--- src/rtl/ipi_pkg.sv ---
package ipi_pkg;

    typedef enum logic [2:0] {
        DM_FIXED  = 3'd0,
        DM_LOWPRI = 3'd1,
        DM_SMI    = 3'd2,
        DM_RSVD   = 3'd3,
        DM_NMI    = 3'd4,
        DM_INIT   = 3'd5,
        DM_START  = 3'd6,
        DM_EXTINT = 3'd7
    } dmode_e;

    typedef enum logic [1:0] {
        SH_FIELD    = 2'd0,
        SH_SELF     = 2'd1,
        SH_ALL      = 2'd2,
        SH_ALL_OTHR = 2'd3
    } short_e;

    localparam int VEC_LSB   = 0;
    localparam int MODE_LSB  = 8;
    localparam int LOGIC_BIT = 11;
    localparam int LEVEL_BIT = 14;
    localparam int TRIG_BIT  = 15;
    localparam int SH_LSB    = 18;
    localparam int DEST_LSB  = 24;

    localparam logic [3:0] MODEL_FLAT    = 4'hF;
    localparam logic [3:0] MODEL_CLUSTER = 4'h0;
    localparam logic [7:0] DEST_BCAST    = 8'hFF;

endpackage

--- src/rtl/ipi_unit_match.sv ---
module ipi_unit_match
    import ipi_pkg::*;
(
    input  logic [7:0] dest,
    input  logic [7:0] uid,
    input  logic [7:0] ldest,
    input  logic [3:0] model,
    output logic       phys_hit,
    output logic       log_hit
);
    logic flat_hit;
    logic clus_hit;

    always_comb begin
        phys_hit = (uid == dest);
        flat_hit = (model == MODEL_FLAT) && ((dest & ldest) != 8'h00);
        clus_hit = (model == MODEL_CLUSTER)
                 && (dest[7:4] == ldest[7:4])
                 && ((dest[3:0] & ldest[3:0]) != 4'h0);
        log_hit  = flat_hit | clus_hit;
    end
endmodule

--- src/rtl/ipi_lowest_pick.sv ---
module ipi_lowest_pick #(
    parameter int WIDTH = 8
) (
    input  logic [WIDTH-1:0] req,
    output logic [WIDTH-1:0] pick
);
    logic [WIDTH:0] seen;

    assign seen[0] = 1'b0;

    for (genvar i = 0; i < WIDTH; i++) begin : g_bit
        assign pick[i]   = req[i] & ~seen[i];
        assign seen[i+1] = seen[i] | req[i];
    end
endmodule

--- src/rtl/ipi_dest_resolver.sv ---
module ipi_dest_resolver
    import ipi_pkg::*;
#(
    parameter int N_UNITS = 8,
    localparam int IDX_W  = (N_UNITS > 1) ? $clog2(N_UNITS) : 1
) (
    input  logic                   clk,
    input  logic                   rst_n,
    input  logic                   cmd_lo_we,
    input  logic [31:0]            cmd_lo,
    input  logic [31:0]            cmd_hi,
    input  logic [IDX_W-1:0]       sender_idx,
    input  logic [N_UNITS*8-1:0]   unit_id,
    input  logic [N_UNITS*8-1:0]   unit_ldest,
    input  logic [N_UNITS*4-1:0]   unit_model,
    output logic                   out_valid,
    output logic [N_UNITS-1:0]     out_mask,
    output logic [N_UNITS-1:0]     out_arb_load,
    output logic [2:0]             out_mode,
    output logic [7:0]             out_vector
);

    typedef struct packed {
        logic               valid;
        logic [N_UNITS-1:0] mask;
        logic [N_UNITS-1:0] arb;
        logic [2:0]         mode;
        logic [7:0]         vector;
    } res_t;

    res_t res_d, res_q;

    // command fields
    logic [7:0]         dest;
    logic               logical;
    logic [1:0]         shorthand;
    logic [2:0]         mode;
    logic [7:0]         vector;
    logic               lvl;
    logic               trig;

    // per-unit match results
    logic [N_UNITS-1:0] phys_hits;
    logic [N_UNITS-1:0] log_hits;
    logic [N_UNITS-1:0] phys_first;
    logic [N_UNITS-1:0] cand;
    logic [N_UNITS-1:0] cand_first;
    logic [N_UNITS-1:0] self_bit;
    logic [N_UNITS-1:0] field_mask;

    always_comb begin
        dest      = cmd_hi[DEST_LSB +: 8];
        logical   = cmd_lo[LOGIC_BIT];
        shorthand = cmd_lo[SH_LSB +: 2];
        mode      = cmd_lo[MODE_LSB +: 3];
        vector    = cmd_lo[VEC_LSB +: 8];
        lvl       = cmd_lo[LEVEL_BIT];
        trig      = cmd_lo[TRIG_BIT];
    end

    for (genvar u = 0; u < N_UNITS; u++) begin : g_unit
        ipi_unit_match u_match (
            .dest     (dest),
            .uid      (unit_id[u*8 +: 8]),
            .ldest    (unit_ldest[u*8 +: 8]),
            .model    (unit_model[u*4 +: 4]),
            .phys_hit (phys_hits[u]),
            .log_hit  (log_hits[u])
        );
    end

    // duplicate IDs: the lowest index wins
    ipi_lowest_pick #(.WIDTH(N_UNITS)) u_phys_pick (
        .req  (phys_hits),
        .pick (phys_first)
    );

    always_comb begin
        self_bit = '0;
        self_bit[sender_idx] = 1'b1;

        if (logical) begin
            field_mask = log_hits;
        end else if (dest == DEST_BCAST) begin
            field_mask = '1;
        end else begin
            field_mask = phys_first;
        end

        unique case (short_e'(shorthand))
            SH_FIELD:    cand = field_mask;
            SH_SELF:     cand = self_bit;
            SH_ALL:      cand = '1;
            SH_ALL_OTHR: cand = ~self_bit;
            default:     cand = '0;
        endcase
    end

    ipi_lowest_pick #(.WIDTH(N_UNITS)) u_cand_pick (
        .req  (cand),
        .pick (cand_first)
    );

    always_comb begin
        res_d       = res_q;
        res_d.valid = 1'b0;
        if (cmd_lo_we) begin
            res_d.valid  = 1'b1;
            res_d.mode   = mode;
            res_d.vector = vector;
            res_d.arb    = '0;
            unique case (dmode_e'(mode))
                DM_LOWPRI: res_d.mask = cand_first;
                DM_RSVD:   res_d.mask = '0;
                DM_INIT: begin
                    if (!lvl && trig) begin
                        res_d.mask = '0;
                        res_d.arb  = cand;
                    end else begin
                        res_d.mask = cand;
                    end
                end
                default:   res_d.mask = cand;
            endcase
        end
    end

    always_ff @(posedge clk or negedge rst_n) begin
        if (!rst_n) begin
            res_q <= '0;
        end else begin
            res_q <= res_d;
        end
    end

    assign out_valid    = res_q.valid;
    assign out_mask     = res_q.mask;
    assign out_arb_load = res_q.arb;
    assign out_mode     = res_q.mode;
    assign out_vector   = res_q.vector;

endmodule

--- config.mk ---
export PLATFORM = sky130hd
export DESIGN_NAME = ipi_dest_resolver
export DESIGN_NICKNAME = d
export VERILOG_FILES = /design/src/rtl/ipi_pkg.sv /design/src/rtl/ipi_unit_match.sv /design/src/rtl/ipi_lowest_pick.sv /design/src/rtl/ipi_dest_resolver.sv
export SDC_FILE = /design/constraint.sdc
export NUM_CORES = 1
export LEC_CHECK = 0
export BUFFER_PORTS_ARGS = -buffer_cell sky130_fd_sc_hd__buf_2
export CAP_MARGIN = 15
export CORE_ASPECT_RATIO = 0.5
export CORE_UTILIZATION = 41
export DETAILED_ROUTE_END_ITERATION = 7
export PLACE_DENSITY = 0.94
export SYNTH_ARGS = -nofsm -noshare
export SYNTH_HDL_FRONTEND = slang
export SYNTH_SLANG_ARGS = --single-unit
--- constraint.sdc ---
create_clock -name clk -period 0.8 [get_ports clk]
set_input_delay 0.16 -clock clk [delete_from_list [all_inputs] [get_ports clk]]
set_output_delay 0.16 -clock clk [all_outputs]
set_load 0.02 [all_outputs]
Word-level counts from Yosys, hierarchy flattened
Cells that the tools add are included.

Magnitude comparators: 2. Equal/unequal tests: 31. Mux-type cells: 10. Bitwise logic cells: 65. Reduce and logical (&&, ||, !) cells: 52.

Operators by type and width (count): $and A8 B8 Y8 (8); $eq A8 B8 Y1 (8); $reduce_bool A8 Y1 (8); $mux W8 (5); $and A4 B4 Y4 (8); $eq A4 B4 Y1 (8); $eq A4 B4 Y1 const B (8); $logic_not A4 Y1 (8); $pmux W8 S4 (1); $reduce_bool A4 Y1 (8); $mux W28 (1); $logic_and A1 B1 Y1 (26); $pmux W8 S3 (1); $or A1 B1 Y1 (20); $and A1 B1 Y1 (14); $not A1 Y1 (14); $eq A8 B8 Y1 const B (1); $not A8 Y8 (1); $eq A2 B2 Y1 const B (2); $lt A3 B4 Y1 const B (1); $demux W1 S3 (1); $eq A3 B1 Y1 const B (1); $eq A3 B2 Y1 const B (1); $eq A3 B3 Y1 const B (1); 5 further kinds (5).

Register bits: 28. Bits of input ports: 230. Output and inout port bits: 28. Word-level logic and storage cells: 165.

Logic depth before layout (Yosys ltp)
Gate-level depths: netlist (run 1).

Depth in word-level cells: 22. Gate-level depth with buffers: 10. Depth with buffers taken out: 9.

By module
Synthesis (run 1) repeated with hierarchy kept, for this count alone.

Cells, all modules: 363. Area, all modules: 3268.1 µm².

Modules (own cells, without submodules): ipi_unit_match (times used 8, cells an instance 24, area each 195.2 µm²); ipi_dest_resolver (times used 1, cells an instance 149, area each 1539.0 µm²); ipi_lowest_pick (times used 2, cells an instance 11, area each 83.8 µm²).

Worst setup path before layout (run 1)
OpenSTA, ideal clock, no wires.

Path kind: input-to-reg. Start point: input port cmd_hi[28]. End point: register res_q (netlist bit out_mask[4]). Setup time: 125 ps. Arrival time: 1944 ps. Required time: 675 ps. Path slack: -1269 ps. Stages on the path: 9. Path buffers: 0. Cell sequence: ha_1 -> or4_1 -> a211oi_1 -> a211oi_1 -> a221oi_2 -> nor3_2 -> nand3_1 -> a21oi_1 -> mux2_2.

Cells in the longest elaborated chain, start to end: 12. Elaborated cells on any way between the ends: 62.

Ends and longest elaborated chain: from (decl) (line ipi_dest_resolver.sv:11) `input logic [31:0] cmd_hi,`; $eq A8 B8 Y1 (tied with other cells) (line ipi_unit_match.sv:15) `phys_hit = (uid == dest);`; $not A1 Y1 (tied with other cells) (line ipi_lowest_pick.sv:12) `assign pick[i] = req[i] & ~seen[i];`; $and A1 B1 Y1 (tied with other cells) (line ipi_lowest_pick.sv:12); $mux W8 (tied with other cells) (line ipi_dest_resolver.sv:84) `end else if (dest == DEST_BCAST) begin`; $mux W8 * (line ipi_dest_resolver.sv:82) `if (logical) begin`; $pmux W8 S4 * (line ipi_dest_resolver.sv:90) `unique case (short_e'(shorthand))`; $or A1 B1 Y1 (tied with other cells) (line ipi_lowest_pick.sv:13) `assign seen[i+1] = seen[i] | req[i];`; $or A1 B1 Y1 / $pmux W8 S4 (equally long branches) (line ipi_lowest_pick.sv:13, ipi_dest_resolver.sv:90); $or A1 B1 Y1 (line ipi_lowest_pick.sv:13); $not A1 Y1 (line ipi_lowest_pick.sv:12); $and A1 B1 Y1 (line ipi_lowest_pick.sv:12); $pmux W8 S3 * (line ipi_dest_resolver.sv:112) `unique case (dmode_e'(mode))`; to (signal assigned) (line ipi_dest_resolver.sv:132) `res_q <= res_d;`; to (decl) (line ipi_dest_resolver.sv:31) `res_t res_d, res_q;`.

Mark *: on every way between the ends. The rest lies on a longest branch, timed or not. A chain may end at the register's enable or synchronous reset.

Worst setup path after layout (run 1)
Start point: input port cmd_lo[18]. End point: register res_q (netlist bit out_mask[5]).

Cells in the longest elaborated chain, start to end: 9. Elaborated cells on any way between the ends: 13.

Ends and longest elaborated chain: from (decl) (line ipi_dest_resolver.sv:10) `input logic [31:0] cmd_lo,`; $eq A2 B2 Y1 (tied with other cells) (line ipi_dest_resolver.sv:90); $pmux W8 S4 * (line ipi_dest_resolver.sv:90); $or A1 B1 Y1 (4 in a row) (line ipi_lowest_pick.sv:13); $not A1 Y1 (line ipi_lowest_pick.sv:12); $and A1 B1 Y1 (line ipi_lowest_pick.sv:12); $pmux W8 S3 * (line ipi_dest_resolver.sv:112).

Marked as above.

==> results of run 1 <==
## repair_timing
action | 4_1_cts | 5_1_grt
hold endpoints to repair | 28 | 0
setup endpoints to repair | 44 | 52
hold buffers | 1 | 0
buffers inserted | 25 | 15
cloned | 1 | 0
resized for setup | 129 | 71
pin swaps | 33 | 34
## layer usage
metal / up-vias / routed length (µm)
li1: 1939 / -
met3: 272 / 3349
met5: - / 11
met2: 686 / 9229
met4: 2 / 2348
met1: 2368 / 7133
## power groups by stage
stage	sequential, mW	combinational (mW)	clock (mW)
finish	1.67	3.74	1.63
CTS	1.64	2.94	1.47
detailed placement	1.64	2.43	0
global route	1.67	3.89	1.68
global placement	1.63	2.32	0
floorplan	1.78	1.05	0
## worst max-delay path, stage by stage
cell and delay, ps:
buf_2 120, buf_4 200, nor2_1 250, nand2_1 250
a211oi_2 350, a221oi_4 100, nor3_4 350, nand4_4 160
buf_4 180, a211oi_2 220, a21o_1 150
## cells in the mapped netlist, types with 3 or more instances
cell       count
nand3_1        7
nor4_2         3
nor4_1        18
or4_1          8
a211oi_1       3
mux2_2        13
buf_6          7
nor2b_1        3
nor3_1         3
xor2_1        36
nor2_1         9
inv_1          7
xnor2_1       36
nand4_1       18
dfrtp_1       28
nand2_1       19
a22oi_1       14
nand3b_1       3
o21ai_0       10
ha_1          32
a21oi_1       11
buf_2          6
clkbuf_1       3
o211ai_1       3
o2bb2ai_1      7
## layout make-up
type,instances,area [µm²],share of cell area [%]
multi-input cells,294,3164,49.26
repair buffers,320,2281,35.51
flip-flops and latches,28,709.4,11.04
well taps,108,135.1,2.104
clock buffers,3,75.07,1.169
clock inverters,1,30.03,0.4675
inverters,7,26.28,0.4090
diodes,1,2.502,0.03896
## metrics by stage
step                      cells  setup TNS, ps  power [mW]  util (%)  cell area [µm²]
after global placement      717         -23290       3.949     67.60             5061
after global routing        762         -26670       7.245     85.80             6424
after floorplan             346         -15290       2.834         -             3482
after CTS                   747         -20430       6.050     78.49             5877
after detailed placement    717         -24690       4.071     67.60             5061
final                       762         -25330       7.040     85.80             6424
## kinds of logic after synthesis
group / count (synthesis) / share of synthesized area, %
multiplexers: 13 / 4.523
XOR/XNOR: 72 / 19.48
flip-flops: 28 / 21.65
AND/OR/NAND/NOR: 105 / 20.26
AO/OA/AOI/OAI: 72 / 16.97
adder cells (fa/ha/maj): 32 / 12.37
buffers and inverters: 24 / 4.755
## worst max path at each step
stage,end,slack [ps],depth (start not counted),start
after floorplan,out_mask[4],-1210,9,cmd_hi[28]
after global placement,out_mask[6],-1530,11,cmd_hi[28]
after global routing,out_mask[5],-1550,11,cmd_lo[18]
after detailed placement,out_mask[6],-1650,11,cmd_hi[28]
final,out_mask[5],-1480,11,cmd_lo[18]
after CTS,out_mask[7],-1180,10,cmd_hi[25]
## sequential cells by signal, indices dropped and copies added (netlist names)
signal,cells
out_vector,8
out_valid,1
out_arb_load,8
out_mode,3
out_mask,8
## cell usage in the layout (no fill, tap or decap), types with 6 or more instances in the layout
master and n:
dfrtp_1 21, ha_4 21, a22oi_1 12, buf_4 83, nor4_4 6, a21oi_2 8, xnor2_1 33, buf_6 41
nand2_1 14, nand4_1 18, buf_12 10, ha_1 10, xor2_1 33, mux2_2 8, dfrtp_2 7, nor2_1 8
or4_4 6, nor4_1 11, buf_2 180
==> summary.md, run 1 <==
| Metric | Value |
|---|---|
| Status | complete, but fails checks |
| Failing checks | negative setup slack |
| NetSw | 2.642 mW |
| Number of flops mapped to enable cells by yosys | 0 |
| FMAX | 438.4 MHz |
| Max cap viols | 0 |
| Clock group share of total power | 23.1% |
| Drt total wl | 22.07 mm |
| Crit path kind | in -> reg |
| Post-synth top area cell | dfrtp_1 |
| Initial antenna violation count | 4 |
| Busiest layer in global routing | met2 |
| Dominant cells by area after synthesis | dfrtp_1 (22%), ha_1 (12%), xnor2_1 (9.7%) |
| H-tree levels | 1 |
| Worst hold path class | in -> reg |
| Vias in the first global route | 4,841 |
| Routed Antenna Nets | 0 |
| Row cnt | 22 |
| Worst Hold End | out_vector[1] |
| Min Tclk post-route | 2281 ps |
| Clock-pin slew on the worst setup and hold paths | 90 ps |
| Post-synth top area share | 21.65% |
| RSZ-0062 raised after global routing | true |
| Num CTS Buffers | 3 |
| Part of the power in registers | 23.7% |
| Filler Cells Inserted | 325 |
| Syn Nets | 608 |
| Area of the die | 8276 µm² |
| Yosys warnings | 0 |
| GRT overflow | 0 |
| Layout Nets | 916 |
| Die height | 64.83 µm |
| Synth Area per Inst | 9.355 µm² |
| Max IR drop VDD | 0.9173 mV |
| Pre-CTS setup slack | -1648 ps |
| Vias | 5,267 |
| Buffers on Ports | 217 |
| Share of cells above drive strength 1 | 68.91% |
| Critical Path RT | 1000 ps |
| Met2 Track Usage GR | 69.54% |
| CP startpoint kind | primary input |
| Hpwl dp | 10.66 mm |
| Total track usage | 41.51% |
| Top FF cell, synth | dfrtp_1 |
| HP Start | cmd_lo[1] |
| Largest net degree at the start of global routing | 29 |
| DRT iter0 DRCs | 872 |
| Final setup margin | -1481 ps |
| Slew HR | 64.17% |
| Via density | 6.912 |
| Crit end category | flop |
| Die extent in x | 127.7 µm |
| Int Power | 4.398 mW |
| Worst-Skew Late Latency | 270 ps |
| Met3 Usage GRT | 10.07% |
| Hold Path Depth | 2 |
| Number of synthesized register bits | 28 |
| Wire length of the first global-routing pass | 25.64 mm |
| Power Dens Cells | 1096 nW/µm² |
| Period Utilization, post-route | 285.1% |
| Comb pwr share | 53.2% |
| CP max FO | 13 |
| Slew Viols, Final | 0 |
| Count of cell types in the netlist | 54 |
| Reg2reg end | out_arb_load[1] |
| 1st-pass router iterations | 7 |
| Clk buf depth | 2 |
| Core area | 7487 µm² |
| Final hold vios | 0 |
| Ys async rst share | 100.0% |
| RR Startpoint | out_arb_load[1] |
| DR WL/cell | 28.97 µm |
| Hold slack final | 107.9 ps |
| Critical path arrival | 2490 ps |
| Net Sw Frac | 37.52% |
| Post-Syn Instances | 346 |
| CTS tree | built |
| Mapped Area | 3237 µm² |
| Starting Density | 43.23% |
| Worst-Margin Slew | 533.7 ps |
| Synth-to-Final Area Change | 98.45% |
| Clock Tree Root | clkbuf_16 |
| Register area share after synthesis | 21.65% |
| Worst Skew | 0 ps |
| GP Congestion | 0.9769 |
| Io pins | 258 |
| Post-route DRC | 0 |
| Reg-to-reg slack, setup | -220 ps |
| CTS sink cnt | 28 |
| Setup violators final | 51 |
| Worst Reg-to-Reg Cells | 3 |
| Leak | 2.909 nW |
| Grt met1 use | 45.54% |
Power figures use the tool's default switching activity.
==> run 2, diff against run 1 <==
Settings changed: CTS_CLUSTER_DIAMETER from default to 120, REMOVE_ABC_BUFFERS from default to 1.
==> summary.md, run 2 (synthesized netlist as in run 1, its figures left out) <==
| Metric | Value |
|---|---|
| Row cnt | 22 |
| Hold Path Depth | 2 |
| Routed Antenna Nets | 0 |
| Met2 Track Usage GR | 64.34% |
| Total track usage | 37.41% |
| TNS Setup | -23,920 ps |
| Finished Cell Area | 5962 µm² |
| Period Utilization, post-route | 305.5% |
| Worst-Margin Slew | 479.6 ps |
| Leak | 2.712 nW |
| Most frequent cells in the layout | buf_2 (178), buf_4 (65), buf_6 (38) |
| Synth-to-Final Area Change | 84.19% |
| Starting Density | 43.23% |
| Vias | 4,969 |
| CTS tree | built |
| Via density | 6.779 |
| Busiest layer in global routing | met2 |
| Final hold vios | 0 |
| Share of cells above drive strength 1 | 63.84% |
| Hold slack final | 124.5 ps |
| Clock Tree Root | clkbuf_16 |
| CP max FO | 7 |
| Setup violators final | 45 |
| 1st-pass router iterations | 6 |
| Post-route DRC | 0 |
| Worst Hold End | out_vector[6] |
| Reg2reg end | out_arb_load[7] |
| Layout Nets | 888 |
| Initial antenna violation count | 2 |
| Wire length of the first global-routing pass | 23.60 mm |
| Crit path kind | in -> reg |
| GP Congestion | 0.9492 |
| CP startpoint kind | primary input |
| RSZ-0062 raised after global routing | true |
| DRT iter0 DRCs | 706 |
| Core area | 7487 µm² |
| Finished Layout Cells | 733 |
| Io pins | 258 |
| Power Dens Cells | 1098 nW/µm² |
| Status | complete, but fails checks |
| Clk buf depth | 2 |
| Num CTS Buffers | 3 |
| DR WL/cell | 27.24 µm |
| Worst hold path class | in -> reg |
| Slew HR | 67.78% |
| Max IR drop VDD | 1.958 mV |
| Die extent in x | 127.7 µm |
| Dpl cells | 708 |
| ANT cells | 0 |
| Slew Viols, Final | 0 |
| Failing checks | negative setup slack |
| Max cap viols | 0 |
| FMAX | 409.1 MHz |
| Buffers on Ports | 217 |
| Worst Reg-to-Reg Cells | 3 |
| Vias in the first global route | 4,619 |
| Grt met1 use | 38.80% |
| Drt total wl | 19.97 mm |
| Hpwl dp | 9.816 mm |
| Crit end category | flop |
| Worst-Skew Late Latency | 270 ps |
| Die height | 64.83 µm |
| HP Start | cmd_lo[6] |
| Met3 Usage GRT | 11.07% |
| Area of the die | 8276 µm² |
| GRT overflow | 0 |
| Reg-to-reg slack, setup | -100 ps |
| Worst Skew | 0 ps |
| Final setup margin | -1644 ps |
| Min Tclk post-route | 2444 ps |
| Placed Area | 4773 µm² |
| RR Startpoint | out_arb_load[7] |
| Critical Path RT | 1010 ps |
| Largest net degree at the start of global routing | 29 |
| H-tree levels | 1 |
| Leading cell type in the layout, fill and taps excluded | buf_2 |
| Clock-pin slew on the worst setup and hold paths | 80 ps |
| Critical path arrival | 2660 ps |
| CTS sink cnt | 28 |
-- run 2: cell count changes in the layout (fill, tap and decap cells not counted), sizes merged --
cell,before,now
buf,317,291
clkbuf,4,3
diode,1,0
bufbuf,1,0
-- run 2: critical path: stages --
cell,delay [ps]
buf_12,130
buf_4,180
xnor2_1,230
nand4_1,170
or2_4,300
nand4_1,210
a221o_1,370
nand4_2,290
buf_6,230
a211oi_2,260
a21o_1,120
-- run 2: cell type report --
class / instances / area [µm²]
Inverter: 7 / 26.28
Multi-Input combinational cell: 294 / 2983
Clock inverter: 1 / 30.03
Clock buffer: 3 / 75.07
Fill cell: 370 / 1525
Tap cell: 108 / 135.1
Timing Repair Buffer: 292 / 2012
Sequential cell: 28 / 700.7
-- run 2: through the flow --
stage | power (mW) | setup slack (ps) | util, %
floorplan | 2.598 | -1269 | -
global route | 6.776 | -1885 | 79.63
detailed placement | 3.907 | -1662 | 63.75
CTS | 5.832 | -1111 | 74.35
global placement | 3.812 | -1566 | 63.75
finish | 6.545 | -1644 | 79.63
-- run 2: worst max path at each step --
stage | start | end | slack, ps
final | cmd_hi[31] | out_mask[5] | -1640
after global routing | cmd_hi[30] | out_mask[7] | -1880
after CTS | cmd_hi[30] | out_mask[7] | -1110
after detailed placement | cmd_hi[28] | out_mask[6] | -1660
after global placement | cmd_hi[28] | out_mask[6] | -1570
after floorplan | cmd_hi[28] | out_mask[4] | -1270
-- run 2: metal layers --
metal	part of all wire (%)	up-vias
li1	-	1880
met1	31	2248
met2	43	567
met3	15	270
met4	11	4
met5	0.15	-
-- run 2: where the power goes --
group | total (mW) | internal [mW] | switching (mW) | leakage (nW)
Combinational | 3.37 | 1.65 | 1.72 | 2.31
Sequential | 1.65 | 1.53 | 0.112 | 0.350
Clock | 1.52 | 0.999 | 0.525 | 0.0511
Total | 6.54 | 4.19 | 2.36 | 2.71
-- run 2: repair_timing --
| item | in CTS | in global routing |
|---|---|---|
| setup buffers | 14 | 9 |
| hold buffers | 1 | 0 |
| pin swaps | 42 | 25 |
| endpoints found under the hold margin | 28 | 0 |
| setup endpoints to repair | 44 | 46 |
| gates resized for setup | 139 | 60 |
